### config.mk
export PLATFORM = sky130hd
export DESIGN_NAME = ramp_offset_cal
export DESIGN_NICKNAME = d
export VERILOG_FILES = /design/src/rtl/rcal_pkg.sv /design/src/rtl/rcal_accum.sv /design/src/rtl/rcal_table.sv /design/src/rtl/rcal_combine.sv /design/src/rtl/ramp_offset_cal.sv
export SDC_FILE = /design/constraint.sdc
export NUM_CORES = 1
export LEC_CHECK = 0
export BUFFER_PORTS_ARGS = -buffer_cell sky130_fd_sc_hd__buf_4
export CORE_UTILIZATION = 28
export CTS_BUF_LIST = sky130_fd_sc_hd__clkbuf_16
export DETAILED_ROUTE_END_ITERATION = 10
export PLACE_DENSITY_LB_ADDON = 0.15
export SLEW_MARGIN = 30
export SYNTH_ARGS = -nofsm -noshare
export SYNTH_HDL_FRONTEND = slang
export SYNTH_HIERARCHICAL = 1
export SYNTH_SLANG_ARGS = --single-unit
### constraint.sdc
create_clock -name clk -period 11.5 [get_ports clk]
set_clock_uncertainty 0.05 [all_clocks]
set_input_delay 1.725 -clock clk [delete_from_list [all_inputs] [get_ports clk]]
set_output_delay 1.725 -clock clk [all_outputs]
set_load 0.03 [all_outputs]
### src/rtl/rcal_pkg.sv
// Package: default geometry shared by the ramp offset calibrator.
// Assumes the output code width equals ramp-select width plus fine width.
package rcal_pkg;
    localparam int DEF_NUM_RAMPS = 8;
    localparam int DEF_SEL_W     = 3;
    localparam int DEF_FINE_W    = 7;
    localparam int DEF_OUT_W     = DEF_SEL_W + DEF_FINE_W;
    localparam int DEF_AVG_LOG2  = 4;
    localparam int DEF_OFF_W     = DEF_OUT_W + 2;
endpackage

### src/rtl/rcal_accum.sv
// Module: rcal_accum
// Collects test-column results for one ramp at a time, averages 2**AVG_LOG2
// differences against the ramp midpoint with a shift, then moves to the next ramp.
// Assumes AVG_LOG2 >= 1 and ramp indices 1..NUM_RAMPS-1 are calibrated.
module rcal_accum #(
    parameter int NUM_RAMPS = rcal_pkg::DEF_NUM_RAMPS,
    parameter int SEL_W     = rcal_pkg::DEF_SEL_W,
    parameter int FINE_W    = rcal_pkg::DEF_FINE_W,
    parameter int OUT_W     = rcal_pkg::DEF_OUT_W,
    parameter int AVG_LOG2  = rcal_pkg::DEF_AVG_LOG2,
    parameter int OFF_W     = rcal_pkg::DEF_OFF_W
) (
    input  logic                    clk,
    input  logic                    rst_n,
    input  logic                    tst_valid,
    input  logic [OUT_W-1:0]        tst_code,
    output logic [SEL_W-1:0]        cal_ramp,
    output logic                    upd_valid,
    output logic [SEL_W-1:0]        upd_ramp,
    output logic signed [OFF_W-1:0] upd_off
);
    localparam int ACC_W = OFF_W + AVG_LOG2;
    localparam logic [SEL_W-1:0] LAST_SEL  = SEL_W'(NUM_RAMPS - 1);
    localparam logic [SEL_W-1:0] FIRST_SEL = SEL_W'(1);

    logic [SEL_W-1:0]        sel_q;
    logic [AVG_LOG2-1:0]     cnt_q;
    logic signed [ACC_W-1:0] acc_q;
    logic [OUT_W-1:0]        ideal;
    logic signed [OFF_W-1:0] diff;
    logic signed [ACC_W-1:0] acc_nxt;

    // Midpoint code of the ramp under test and the sample's signed error.
    always_comb begin
        ideal   = {sel_q, 1'b1, {(FINE_W-1){1'b0}}};
        diff    = $signed({2'b00, tst_code}) - $signed({2'b00, ideal});
        acc_nxt = acc_q + {{AVG_LOG2{diff[OFF_W-1]}}, diff};
    end

    // Batch accumulation, averaging by shift and round-robin ramp stepping.
    always_ff @(posedge clk) begin
        if (!rst_n) begin
            sel_q     <= FIRST_SEL;
            cnt_q     <= '0;
            acc_q     <= '0;
            upd_valid <= 1'b0;
            upd_ramp  <= '0;
            upd_off   <= '0;
        end else begin
            upd_valid <= 1'b0;
            if (tst_valid) begin
                cnt_q <= cnt_q + 1'b1;
                if (cnt_q == '1) begin
                    acc_q     <= '0;
                    upd_valid <= 1'b1;
                    upd_ramp  <= sel_q;
                    upd_off   <= acc_nxt[ACC_W-1:AVG_LOG2];
                    sel_q     <= (sel_q == LAST_SEL) ? FIRST_SEL : sel_q + 1'b1;
                end else begin
                    acc_q <= acc_nxt;
                end
            end
        end
    end

    assign cal_ramp = sel_q;
endmodule

### src/rtl/rcal_table.sv
// Module: rcal_table
// Holds a pending and an active offset per ramp. Pending entries take new
// averages at any time; the active copy follows only while no conversion runs.
// Assumes entry 0 is the reference and stays zero.
module rcal_table #(
    parameter int NUM_RAMPS = rcal_pkg::DEF_NUM_RAMPS,
    parameter int SEL_W     = rcal_pkg::DEF_SEL_W,
    parameter int OFF_W     = rcal_pkg::DEF_OFF_W
) (
    input  logic                       clk,
    input  logic                       rst_n,
    input  logic                       upd_valid,
    input  logic [SEL_W-1:0]           upd_ramp,
    input  logic signed [OFF_W-1:0]    upd_off,
    input  logic                       conv_active,
    output logic [NUM_RAMPS*OFF_W-1:0] act_flat
);
    assign act_flat[OFF_W-1:0] = '0;

    for (genvar g = 1; g < NUM_RAMPS; g++) begin : g_entry
        logic [OFF_W-1:0] pend_q;
        logic [OFF_W-1:0] act_q;

        // Capture a finished average for this ramp.
        always_ff @(posedge clk) begin
            if (!rst_n)
                pend_q <= '0;
            else if (upd_valid && upd_ramp == SEL_W'(g))
                pend_q <= upd_off;
        end

        // Copy into the active table only between conversions.
        always_ff @(posedge clk) begin
            if (!rst_n)
                act_q <= '0;
            else if (!conv_active)
                act_q <= pend_q;
        end

        assign act_flat[g*OFF_W +: OFF_W] = act_q;
    end
endmodule

### src/rtl/rcal_combine.sv
// Module: rcal_combine
// Forms the final code as calibrated start code plus fine count, clamped to
// the output range, registered once. Assumes OUT_W = SEL_W + FINE_W.
module rcal_combine #(
    parameter int NUM_RAMPS = rcal_pkg::DEF_NUM_RAMPS,
    parameter int SEL_W     = rcal_pkg::DEF_SEL_W,
    parameter int FINE_W    = rcal_pkg::DEF_FINE_W,
    parameter int OUT_W     = rcal_pkg::DEF_OUT_W,
    parameter int OFF_W     = rcal_pkg::DEF_OFF_W
) (
    input  logic                       clk,
    input  logic                       rst_n,
    input  logic                       cnv_valid,
    input  logic [SEL_W-1:0]           cnv_coarse,
    input  logic [FINE_W-1:0]          cnv_fine,
    input  logic [NUM_RAMPS*OFF_W-1:0] act_flat,
    output logic                       out_valid,
    output logic [OUT_W-1:0]           out_code
);
    localparam int SUM_W = OFF_W + 1;
    localparam logic signed [SUM_W-1:0] MAXV = SUM_W'((1 << OUT_W) - 1);

    logic signed [OFF_W-1:0] off;
    logic signed [SUM_W-1:0] sum;
    logic [OUT_W-1:0]        sat;

    // Start code plus fine count, then clamp.
    always_comb begin
        off = act_flat[cnv_coarse*OFF_W +: OFF_W];
        sum = $signed({{(SUM_W-OUT_W){1'b0}}, cnv_coarse, cnv_fine})
            + $signed({off[OFF_W-1], off});
        if (sum < 0)
            sat = '0;
        else if (sum > MAXV)
            sat = '1;
        else
            sat = sum[OUT_W-1:0];
    end

    // Output register.
    always_ff @(posedge clk) begin
        if (!rst_n) begin
            out_valid <= 1'b0;
            out_code  <= '0;
        end else begin
            out_valid <= cnv_valid;
            if (cnv_valid)
                out_code <= sat;
        end
    end
endmodule

### src/rtl/ramp_offset_cal.sv
// Module: ramp_offset_cal (top)
// Background ramp offset calibration: measures each non-reference ramp with a
// test column, averages, and corrects start codes when codes are combined.
// Assumes the test voltage source follows cal_ramp.
module ramp_offset_cal #(
    parameter int NUM_RAMPS = rcal_pkg::DEF_NUM_RAMPS,
    parameter int SEL_W     = rcal_pkg::DEF_SEL_W,
    parameter int FINE_W    = rcal_pkg::DEF_FINE_W,
    parameter int AVG_LOG2  = rcal_pkg::DEF_AVG_LOG2,
    localparam int OUT_W    = SEL_W + FINE_W,
    localparam int OFF_W    = OUT_W + 2
) (
    input  logic              clk,
    input  logic              rst_n,
    input  logic              conv_active,
    input  logic              tst_valid,
    input  logic [OUT_W-1:0]  tst_code,
    output logic [SEL_W-1:0]  cal_ramp,
    input  logic              cnv_valid,
    input  logic [SEL_W-1:0]  cnv_coarse,
    input  logic [FINE_W-1:0] cnv_fine,
    output logic              out_valid,
    output logic [OUT_W-1:0]  out_code
);
    logic                       upd_valid;
    logic [SEL_W-1:0]           upd_ramp;
    logic signed [OFF_W-1:0]    upd_off;
    logic [NUM_RAMPS*OFF_W-1:0] act_flat;

    rcal_accum #(.NUM_RAMPS(NUM_RAMPS), .SEL_W(SEL_W), .FINE_W(FINE_W),
                 .OUT_W(OUT_W), .AVG_LOG2(AVG_LOG2), .OFF_W(OFF_W)) u_accum (
        .clk(clk), .rst_n(rst_n), .tst_valid(tst_valid), .tst_code(tst_code),
        .cal_ramp(cal_ramp), .upd_valid(upd_valid), .upd_ramp(upd_ramp),
        .upd_off(upd_off)
    );

    rcal_table #(.NUM_RAMPS(NUM_RAMPS), .SEL_W(SEL_W), .OFF_W(OFF_W)) u_table (
        .clk(clk), .rst_n(rst_n), .upd_valid(upd_valid), .upd_ramp(upd_ramp),
        .upd_off(upd_off), .conv_active(conv_active), .act_flat(act_flat)
    );

    rcal_combine #(.NUM_RAMPS(NUM_RAMPS), .SEL_W(SEL_W), .FINE_W(FINE_W),
                   .OUT_W(OUT_W), .OFF_W(OFF_W)) u_combine (
        .clk(clk), .rst_n(rst_n), .cnv_valid(cnv_valid), .cnv_coarse(cnv_coarse),
        .cnv_fine(cnv_fine), .act_flat(act_flat), .out_valid(out_valid),
        .out_code(out_code)
    );
endmodule

* Word-level counts from Yosys, hierarchy flattened
Index checks and enable logic that the tools add are counted.
Cells by class: add/sub/neg operators 5, multipliers 1, $lt $le $gt $ge 2, eq/ne operators 9, shift-type cells 1, multiplexer cells 5, reductions and logical operators 9
Operator list (count):
- variable part select 96 x 8 -> 12 bit | 1
- 2-to-1 mux 10 bit | 2
- adder 16 bit | 1
- 2-to-1 mux 16 bit | 1
- equality test 3 bit (second input constant) | 5
- adder 11 x 12 -> 13 bit | 1
- > comparator 13 x 11 -> 1 bit (second input constant) | 1
- less-than comparator 13 x 1 -> 1 bit (second input constant) | 1
- subtractor 10 x 10 -> 11 bit | 1
- logical AND 1 bit | 7
- equality test 3 x 2 -> 1 bit (second input constant) | 2
- multiplier 3 x 2 -> 5 bit (second input constant) | 1
- adder 4 x 1 -> 4 bit (second input constant) | 1
- equality test 4 bit (second input constant) | 1
- AND reduction 2 bit | 2
- adder 3 x 1 -> 3 bit (second input constant) | 1
- equality test 3 x 1 -> 1 bit (second input constant) | 1
- 2-to-1 mux 3 bit | 1
- 2-to-1 mux 1 bit | 1
Storage, ports and cells: flip-flop bits (word level) 218

* Logic depth before layout (Yosys ltp)
depth in word-level cells 6, gate-level depth with buffers 14, gate-level depth less buffers 12

* By module
Netlist, hierarchy kept.
By module, submodules not included:
- rcal_table | instances 1, cells each 573, area an instance 6306.0 sq um
- rcal_accum | instances 1, cells each 275, area an instance 2344.7 sq um
- rcal_combine | instances 1, cells each 159, area an instance 1656.6 sq um

* Worst setup path before layout
OpenSTA, ideal clock, no wires.
path type input-to-reg, start input cnv_coarse[0], end register u_combine.out_code[1], setup time 0.088 ns, arrival 4.823 ns, slack 6.539 ns, stages 11, path buffers 2, cells stage by stage buf_1 > mux4_2 > mux2_2 > ha_1 > a21o_1 > a21oi_1 > inv_1 > o31a_1 > o22a_1 > buf_6 > a311oi_2
On the way: longest elaborated chain between the ends 6, elaborated cells on any way between the ends 7
Ends and longest elaborated chain:
- from (decl) | line ramp_offset_cal.sv:20 | input logic [SEL_W-1:0] cnv_coarse,
- multiplier 3 x 2 -> 5 bit | line rcal_combine.sv:29 | off = act_flat[cnv_coarse*OFF_W +: OFF_W];
- variable part select 96 x 8 -> 12 bit | line rcal_combine.sv:29
- adder 11 x 12 -> 13 bit (*) | line rcal_combine.sv:31 | + $signed({off[OFF_W-1], off});
- > comparator 13 x 11 -> 1 bit | line rcal_combine.sv:34 | else if (sum > MAXV)
- 2-to-1 mux 10 bit | line rcal_combine.sv:34
- 2-to-1 mux 10 bit (*) | line rcal_combine.sv:32 | if (sum < 0)
- to (signal assigned) | line rcal_combine.sv:48 | out_code <= sat;
- to (decl) | line rcal_combine.sv:18 | output logic [OUT_W-1:0] out_code
Mark *: on every way between the ends. The rest lies on a longest branch, timed or not. A chain may end at the register's enable or synchronous reset.

* Final worst setup path
Ends and elaborated chain as after synthesis.

==> flow_metrics.env <==
export IMPL_endpoint_kind="flip-flop"
export IMPL_synth_edf_count=0
export IMPL_worstPathArrival_ns=4.99
export IMPL_core_sq_um=35900
export IMPL_drt_iter0_markers=234
export IMPL_cp_data_required_time_ns=11.90
export IMPL_die_y_microns=194
export IMPL_synth_commonest_cells="dfxtp_1 (218), mux2i_1 (170), nand2_1 (148), nor2b_1 (94), a21oi_1 (38)"
export IMPL_setup_viol=0
export IMPL_ant_nets=0
export IMPL_area_growth_pct=13.3
export IMPL_synth_area_leaders="dfxtp_1 (42%), mux2i_1 (17%), nor2b_1 (5.7%)"
export IMPL_gp_congestion=0.772
export IMPL_hold_violations=0
export IMPL_synth_top_area_share_pct=42.3
export IMPL_dr_pass1_iters=5
export IMPL_io_pins=39
export IMPL_period_share_pct=39.9
export IMPL_place_hpwl_microns=15400
export IMPL_path_cells="buf_4 > mux4_2 > mux2_2 > ha_1 > a21o_1 > a21oi_1 > inv_1 > o31a_1 > o22a_1 > a311oi_2"
export IMPL_postSynth_asyncResetShare_pct=0
export IMPL_drc=0
export IMPL_powerDensity_nw_per_um2=150
export IMPL_htree_levels=1
export IMPL_path_class="in -> reg"
export IMPL_syn_cell_area_sq_um=10300
export IMPL_wl_microns=24000
export IMPL_drv_cap=0
export IMPL_vdd_drop_max_mv=0.0919
export IMPL_regArea_sq_um=4360
export IMPL_ys_seq_area_share_pct=42.3
export IMPL_yosys_area_top_type="dfxtp_1"
export IMPL_grt_pass1_vias=6740
export IMPL_clock_sinks=218
export IMPL_grt_overflow_total=0
export IMPL_ys_ff_latch=218
export IMPL_die_area_sq_um=37600
export IMPL_p_leak_nw=4.93
export IMPL_post_cts_buffers=0
export IMPL_place_inst=1454
export IMPL_yosys_warnings=6
export IMPL_die_x_microns=194
export IMPL_io_buffers=38
export IMPL_max_slew_worst_pin_slew_ns=0.872
export IMPL_synthCells=1007
export IMPL_grt_pass1_wl_microns=38800
export IMPL_grt_setup_unrepaired="false"
export IMPL_start_util_pct=28.7
export IMPL_cts_resized=0
export IMPL_synth_cell_type_count=68
export IMPL_cpPeakStageDelay_ns=0.56
export IMPL_antenna_found_initial=0
export IMPL_relSlewSlack_pct=41.9
export IMPL_viasPerCell=4.57
export IMPL_cts_tree="yes"
export IMPL_crit_path_top_delay_cell="mux4_2"
export IMPL_syn_avg_cell_area_sq_um=10.2
export IMPL_stdcell_count=1500
export IMPL_drt_wirelength_per_cell_microns=16.0
export IMPL_ys_flop_type="dfxtp_1"
export IMPL_fmax_mhz=218
export IMPL_clk_pin_slew_worst_paths_ns=0.06
export IMPL_num_rows=69
export IMPL_startpoint_type="primary input"
export IMPL_clk_latency_ns=0.53
export IMPL_antenna_cells=0
export IMPL_cts_buffers=27
export IMPL_clock_path_buffers=3
export IMPL_grt_max_degree=97
export IMPL_multi_input_area_sq_um=5490
export IMPL_cts_root_buffer="clkbuf_16"
export IMPL_track_usage_pct=12.9
export IMPL_yosysMostFrequentCell="dfxtp_1"
export IMPL_cts_hold_buf=0
export IMPL_fin_setup_tns_ns=0
export IMPL_status="complete, no violations"
export IMPL_cp_max_fo=23
export IMPL_slew_violations=0
export IMPL_layout_drive_gt1_share_pct=12.6
export IMPL_finish_net_count=1081
export IMPL_hp_class="reg -> reg"
export IMPL_vias=6858
export IMPL_fill_cells=3660
export IMPL_min_period_ns=4.59
==> per-stage QoR <==
| step | worst slack [ns] | cell area, sq um | total power, mW | util [%] | hold slack (ns) |
|---|---|---|---|---|---|
| after floorplan | 6.54 | 10300 | 0.940 | - | 0.379 |
| after global placement | 6.39 | 10900 | 0.981 | 30.2 | 0.394 |
| after detailed placement | 6.34 | 10900 | 0.982 | 30.3 | 0.400 |
| after CTS | 6.89 | 11700 | 1.79 | 32.5 | 0.408 |
| after global routing | 6.58 | 11700 | 1.84 | 32.5 | 0.418 |
| final | 6.91 | 11700 | 1.76 | 32.5 | 0.405 |
==> flip-flops by register name, indices dropped and copies added, names as in the netlist <==
register and flops:
u_accum/upd_ramp 3, u_table/g_entry.pend_q 84, u_accum/cnt_q 4, u_accum/upd_valid 1
u_combine/out_valid 1, u_combine/out_code 10, u_accum/acc_q 16, u_accum/upd_off 12
u_accum/cal_ramp 3, u_table/g_entry.act_q 84
==> worst max-delay path: cells and delay by family <==
family                     cells  cell delay [ns]
AOI/OAI and AO/OA              5             1.54
muxes                          2             0.84
buffers and inverters          2             0.52
adders and majority gates      1             0.35
==> metal layers <==
layer | global-route usage, % | vias to the layer above | part of all wire (%)
met4 | 3.17 | 0 | 2.0
met1 | 18.0 | 3228 | 51
met3 | 2.04 | 32 | 3.1
met2 | 20.7 | 86 | 44
li1 | - | 3512 | -
met5 | 0 | - | 0
==> cell usage in the layout (no fill, tap or decap), types with 24 or more instances in the layout <==
master	Yosys	routed
o21ai_0	26	26
nand2_1	148	148
a21oi_1	38	38
dfxtp_1	218	218
buf_4	25	45
mux4_2	24	24
mux2i_1	170	170
clkbuf_16	0	27
ha_1	31	31
nor2b_1	94	94
==> cells by family after synthesis <==
kind of cell	synth area share (%)
compound gates	8.02
xor+xnor	2.12
fa+ha+maj	4.35
buf+inv	4.81
flops	42.3
mux	23.0
other cells	0.0364
simple gates	15.3
==> power by group <==
| group | leakage [nW] | switching [mW] | total (mW) | internal, mW |
|---|---|---|---|---|
| logic | 2.75 | 0.114 | 0.190 | 0.0759 |
| registers | 1.76 | 0.00712 | 0.775 | 0.768 |
| clock network | 0.413 | 0.325 | 0.791 | 0.467 |
==> final cells by class <==
type	count	share of cell area (%)
multi-input cells	709	47.0
flip-flops and latches	218	37.4
clock buffers	27	5.78
well taps	461	4.94
repair buffers	47	3.08
clock inverters	19	1.20
inverters	19	0.610
==> final timing paths <==
check | start | end | slack [ns] | cells past startpoint
worst max-delay path | cnv_coarse[0] | u_combine/out_code[1]$_SDFFE_PN0P_ | 6.91 | 10
worst min-delay path | u_table/g_entry[6].pend_q[1]$_SDFFE_PN0P_ | u_table/g_entry[6].pend_q[1]$_SDFFE_PN0P_ | 0.41 | 2
worst max register to register | u_accum/cal_ramp[1]$_SDFFE_PN0P_ | u_accum/acc_q[14]$_SDFFE_PN0P_ | 8.14 | 11
worst min register to register | u_table/g_entry[6].pend_q[1]$_SDFFE_PN0P_ | u_table/g_entry[6].pend_q[1]$_SDFFE_PN0P_ | 0.41 | 2
No activity file was read; power rests on OpenSTA's default activity.
